File: src/rtl/ecc84_pkg.sv
// Package: ecc84_pkg
// Holds the code geometry and the parity-check rows shared by the encoder
// and decoder. Each row covers word bits 6..0 in the order d3 d2 d1 d0 p2 p1 p0.
// Assumes a fixed (8,4) code; only this one layout is supported.
package ecc84_pkg;
    localparam int DATA_W = 4;
    localparam int PAR_W  = 3;
    localparam int BASE_W = DATA_W + PAR_W;
    localparam int WORD_W = BASE_W + 1;

    // Row 2 checks d3 d2 d1 p2, row 1 checks d3 d1 d0 p1, row 0 checks d2 d1 d0 p0
    localparam logic [PAR_W-1:0][BASE_W-1:0] H_ROWS = {
        7'b1110100,
        7'b1011010,
        7'b0111001
    };

    // Column j of the check matrix: the syndrome a flip of bit j produces
    function automatic logic [PAR_W-1:0] h_col(input int j);
        logic [PAR_W-1:0] c;
        for (int i = 0; i < PAR_W; i++) begin
            c[i] = H_ROWS[i][j];
        end
        return c;
    endfunction
endpackage

File: src/rtl/ecc84_encoder.sv
// Module: ecc84_encoder
// Forms the three check bits from the data nibble, then adds the overall
// even-parity bit. Purely combinational; the data rows come from the check
// matrix, so the encoder and the syndrome unit cannot disagree.
module ecc84_encoder
    import ecc84_pkg::*;
(
    input  logic [DATA_W-1:0] data_i,
    output logic [WORD_W-1:0] word_o
);
    logic [PAR_W-1:0] par;

    // One XOR tree per check bit over the data bits its row covers
    for (genvar i = 0; i < PAR_W; i++) begin : g_par
        assign par[i] = ^(data_i & H_ROWS[i][BASE_W-1:PAR_W]);
    end

    // Assemble the word: overall parity, data field, check field
    assign word_o = {^{data_i, par}, data_i, par};
endmodule

File: src/rtl/ecc84_syndrome.sv
// Module: ecc84_syndrome
// Recomputes each check equation over the received bits 6..0 to form the
// syndrome. Also reports odd parity across all eight bits. Combinational.
module ecc84_syndrome
    import ecc84_pkg::*;
(
    input  logic [WORD_W-1:0] word_i,
    output logic [PAR_W-1:0]  syn_o,
    output logic              mismatch_o
);
    // One XOR tree per syndrome bit
    for (genvar i = 0; i < PAR_W; i++) begin : g_syn
        assign syn_o[i] = ^(word_i[BASE_W-1:0] & H_ROWS[i]);
    end

    // Overall parity check across every bit including the extra one
    assign mismatch_o = ^word_i;
endmodule

File: src/rtl/ecc84_corrector.sv
// Module: ecc84_corrector
// Classifies the error from the syndrome and the overall-parity result, then
// flips the indicated data bit when exactly one error is present. Check-bit
// errors need no data change, so only data columns get flip logic.
module ecc84_corrector
    import ecc84_pkg::*;
(
    input  logic [DATA_W-1:0] data_raw_i,
    input  logic [PAR_W-1:0]  syn_i,
    input  logic              mismatch_i,
    output logic [DATA_W-1:0] data_o,
    output logic              single_o,
    output logic              double_o
);
    logic              syn_nz;
    logic              fix_en;
    logic [DATA_W-1:0] flip;

    // Error class: odd parity means one error, even parity with a nonzero syndrome means two
    assign syn_nz   = |syn_i;
    assign fix_en   = syn_nz & mismatch_i;
    assign single_o = mismatch_i;
    assign double_o = syn_nz & ~mismatch_i;

    // Match the syndrome against each data column to build the flip mask
    for (genvar j = 0; j < DATA_W; j++) begin : g_flip
        localparam logic [PAR_W-1:0] COL = h_col(j + PAR_W);
        assign flip[j] = fix_en && (syn_i == COL);
    end

    // Apply the flip mask to the raw data field
    assign data_o = data_raw_i ^ flip;

    // Checks on the decision outputs
    always_comb begin
        AST_FLIP_ONEHOT: assert ($onehot0(flip)) else $error("flip mask not one-hot");
        AST_FLAGS_EXCL: assert (!(single_o && double_o)) else $error("both flags high");
        AST_DOUBLE_RAW: assert (!double_o || (data_o == data_raw_i)) else $error("data altered on double error");
        AST_CLEAN_PASS: assert (single_o || double_o || (data_o == data_raw_i)) else $error("clean word altered");
        AST_ONE_BIT_FIX: assert ($countones(data_o ^ data_raw_i) <= 1) else $error("more than one bit changed");
    end
endmodule

File: src/rtl/ecc84_codec.sv
// Module: ecc84_codec
// Top of the (8,4) single-correct double-detect codec. The encode path and the
// decode path are independent and both combinational. Word layout, MSB first:
// overall parity, d3 d2 d1 d0, p2 p1 p0.
module ecc84_codec
    import ecc84_pkg::*;
(
    input  logic [DATA_W-1:0] enc_data_i,
    output logic [WORD_W-1:0] enc_word_o,
    input  logic [WORD_W-1:0] dec_word_i,
    output logic [DATA_W-1:0] dec_data_o,
    output logic              dec_single_o,
    output logic              dec_double_o
);
    logic [PAR_W-1:0] syn;
    logic             mismatch;

    // Encode path
    ecc84_encoder u_enc (
        .data_i (enc_data_i),
        .word_o (enc_word_o)
    );

    // Decode path: syndrome and parity check
    ecc84_syndrome u_syn (
        .word_i     (dec_word_i),
        .syn_o      (syn),
        .mismatch_o (mismatch)
    );

    // Decode path: classification and correction
    ecc84_corrector u_cor (
        .data_raw_i (dec_word_i[BASE_W-1:PAR_W]),
        .syn_i      (syn),
        .mismatch_i (mismatch),
        .data_o     (dec_data_o),
        .single_o   (dec_single_o),
        .double_o   (dec_double_o)
    );

    // A valid codeword never raises a flag
    always_comb begin
        AST_SYN_ZERO_CLEAN: assert ((syn != '0) || mismatch || (!dec_single_o && !dec_double_o)) else $error("flag on clean word");
    end
endmodule

File: config.mk
export PLATFORM = sky130hd
export DESIGN_NAME = ecc84_codec
export DESIGN_NICKNAME = d
export VERILOG_FILES = /design/src/rtl/ecc84_pkg.sv /design/src/rtl/ecc84_encoder.sv /design/src/rtl/ecc84_syndrome.sv /design/src/rtl/ecc84_corrector.sv /design/src/rtl/ecc84_codec.sv
export SDC_FILE = /design/constraint.sdc
export NUM_CORES = 1
export LEC_CHECK = 0
export BUFFER_PORTS_ARGS = -buffer_cell sky130_fd_sc_hd__buf_2
export CORE_AREA = 5 5 42 44
export DETAILED_ROUTE_END_ITERATION = 7
export DIE_AREA = 0 0 47 49
export GPL_ROUTABILITY_DRIVEN = 0
export SLEW_MARGIN = 10
export SYNTH_ARGS = -nofsm -noshare
export SYNTH_HDL_FRONTEND = slang
export SYNTH_SLANG_ARGS = --single-unit
File: constraint.sdc
create_clock -name vclk -period 3.2
set_clock_uncertainty 0.2 [all_clocks]
set_input_delay 0.32 -clock vclk [all_inputs]
set_output_delay 0.32 -clock vclk [all_outputs]
set_load 0.005 [all_outputs]
==> run metrics <==
result of the run=finished clean; largest net degree at the start of global routing=8; kind of start point of the critical path=input pin; Slew Limit Fails=0; worst ir drop on vdd=a little over 0.07 mV; Slew HR=about three quarters; hold violation total from the final report=0; core area=approximately 0.0014 sq mm; count of distinct cell types in the synthesized netlist=15; starting density of the core=a little over a quarter; vias after detailed routing=~420; Congestion Overflow GR=0; required time at the endpoint of the critical path=approximately 2700 ps; final WL=between 800 and 900 microns; crit-path max cell delay=roughly 310 ps; Antenna Cells=0; minimum hold slack=661 ps; most common cell in the netlist=xnor2_1; WL/cell=just over 10 microns; Buffers & Inverters on Critical Path=2; horizontal die dimension=47 microns; CP top delay family=XOR/XNOR gates; YS warnings=0; worst-path cell with the longest stage delay=xor2_1; ranking of synthesized cells by area=xnor2_1 38%, xor2_2 13%, xor2_1 9.4%; Die Span Y=49 microns; FF/Latch Area=0 sq um; vias in the first global route=approximately 380; # port buffers=26; estimated wirelength of the detail-placed design=793 microns; global-route wire length before repair=1470 microns; mean cell area of the mapped netlist=7.77 sq um; synthesized net count=60; data arrival at the endpoint of the critical path=1510 ps; power density over the cells=237 mW/mm^2; starting DRC count in detailed routing=8; slew at the pin with the worst max-slew slack=378 ps; number of nets still failing antenna checks after routing=0; maximum frequency from static timing analysis=between 400 and 500 MHz; number of search-and-repair iterations in the first detailed-routing pass=4; final layout net count=between 80 and 90; standard-cell rows=14; final design utilization=34.8%; share of Yosys cell area claimed by the top area cell type=between 30% and 40%; # IOs=26; Setup Total Neg Slack=0 ps; Seq Cell Count=0; Layout clock buffers=0; worst-path cell chain=buf_2, xnor2_1, xor2_1, o211ai_1, xnor2_1, buf_2; number of buffers inserted to repair setup after CTS=0; setup repair after global routing missed its margin=no; kind of capture point of the worst setup path=primary output; antenna violations before repair=0; total of fill cells in the finished design=around 170; area growth from synthesis to layout=30.9%; Mapped Area=~370 sq um; Avg Vias per Cell=a little under 5; largest area contributor in the netlist=xnor2_1; Seq/Total Area, Yosys=0%; worst min-delay path class=in -> out; share of cells above drive strength 1=roughly 42%; final setup violating endpoints=0; Crit Path Class=in -> out; final critical delay including setup and external delays=2030 ps; Commonest cells post-synth=16 x xnor2_1, 5 x nor3_1, 4 x buf_4, 4 x xor2_1; number of buffers added to fix hold violations after cts=0; DRC violation count after routing=0; max-capacitance violation count=0; Synth Instances=48; Leak=approximately 0.2 nW; all-layer global routing usage=between 7 and 8%; PostCTS Resize Cnt=0; area of the die=between 0.002 and 0.0025 sq mm; Crit Path Max Fanout=7; fin crit share=between 60% and 70%
-- final cells by class --
type | instances | area [sq um] | share of cell area, %
multi-input combinational | 43 | 338 | 69.2
timing repair buffer | 26 | 130 | 26.7
tap | 16 | 20.0 | 4.10
-- where the power goes --
part	internal (mW)	switching (mW)	leakage [nW]
clock network	0	0	0
registers	0	0	0
logic	0.0548	0.0611	0.202
total	0.0548	0.0611	0.202
-- metal layers --
layer | wire, microns | vias to the layer above | track usage, % | part of all wire, %
li1 | - | 203 | - | -
met5 | 0 | - | 0 | 0
met1 | 317 | 194 | 9.43 | 36
met3 | 105 | 0 | 0.369 | 12
met2 | 446 | 22 | 14.0 | 51
met4 | 0 | 0 | 1.38 | 0
-- stage by stage --
stage	total power, mW	instance area, sq um	cells	setup slack (ps)
floorplan	0.0751	373	48	1360
global placement	0.118	488	85	1170
detailed placement	0.118	488	85	1180
CTS	0.118	488	85	1170
global route	0.131	488	85	986
finish	0.116	488	85	1170
-- cells in the final DEF, fill, tap and decap left out, drive strengths merged --
cell    count
a21oi       2
a31oi       1
buf        26
nand2       3
nand3       2
nor2        1
nor3        5
o2111a      1
o211ai      3
o21ai       1
o22a        1
xnor2      16
xor2        7
-- worst paths after layout --
kind | cells past startpoint | from | to | slack (ps)
worst max-delay path | 6 | dec_word_i[1] | dec_data_o[2] | 1170
worst min-delay path | 2 | enc_data_i[3] | enc_word_o[6] | 660
-- cell families after synthesis --
group           Yosys count  synth area share [%]
simple gates             11                  13.4
xor+xnor                 23                  60.1
buf+inv                   5                  9.40
compound gates            9                  17.1
Note: power is estimated with default switching activity, not from simulation.
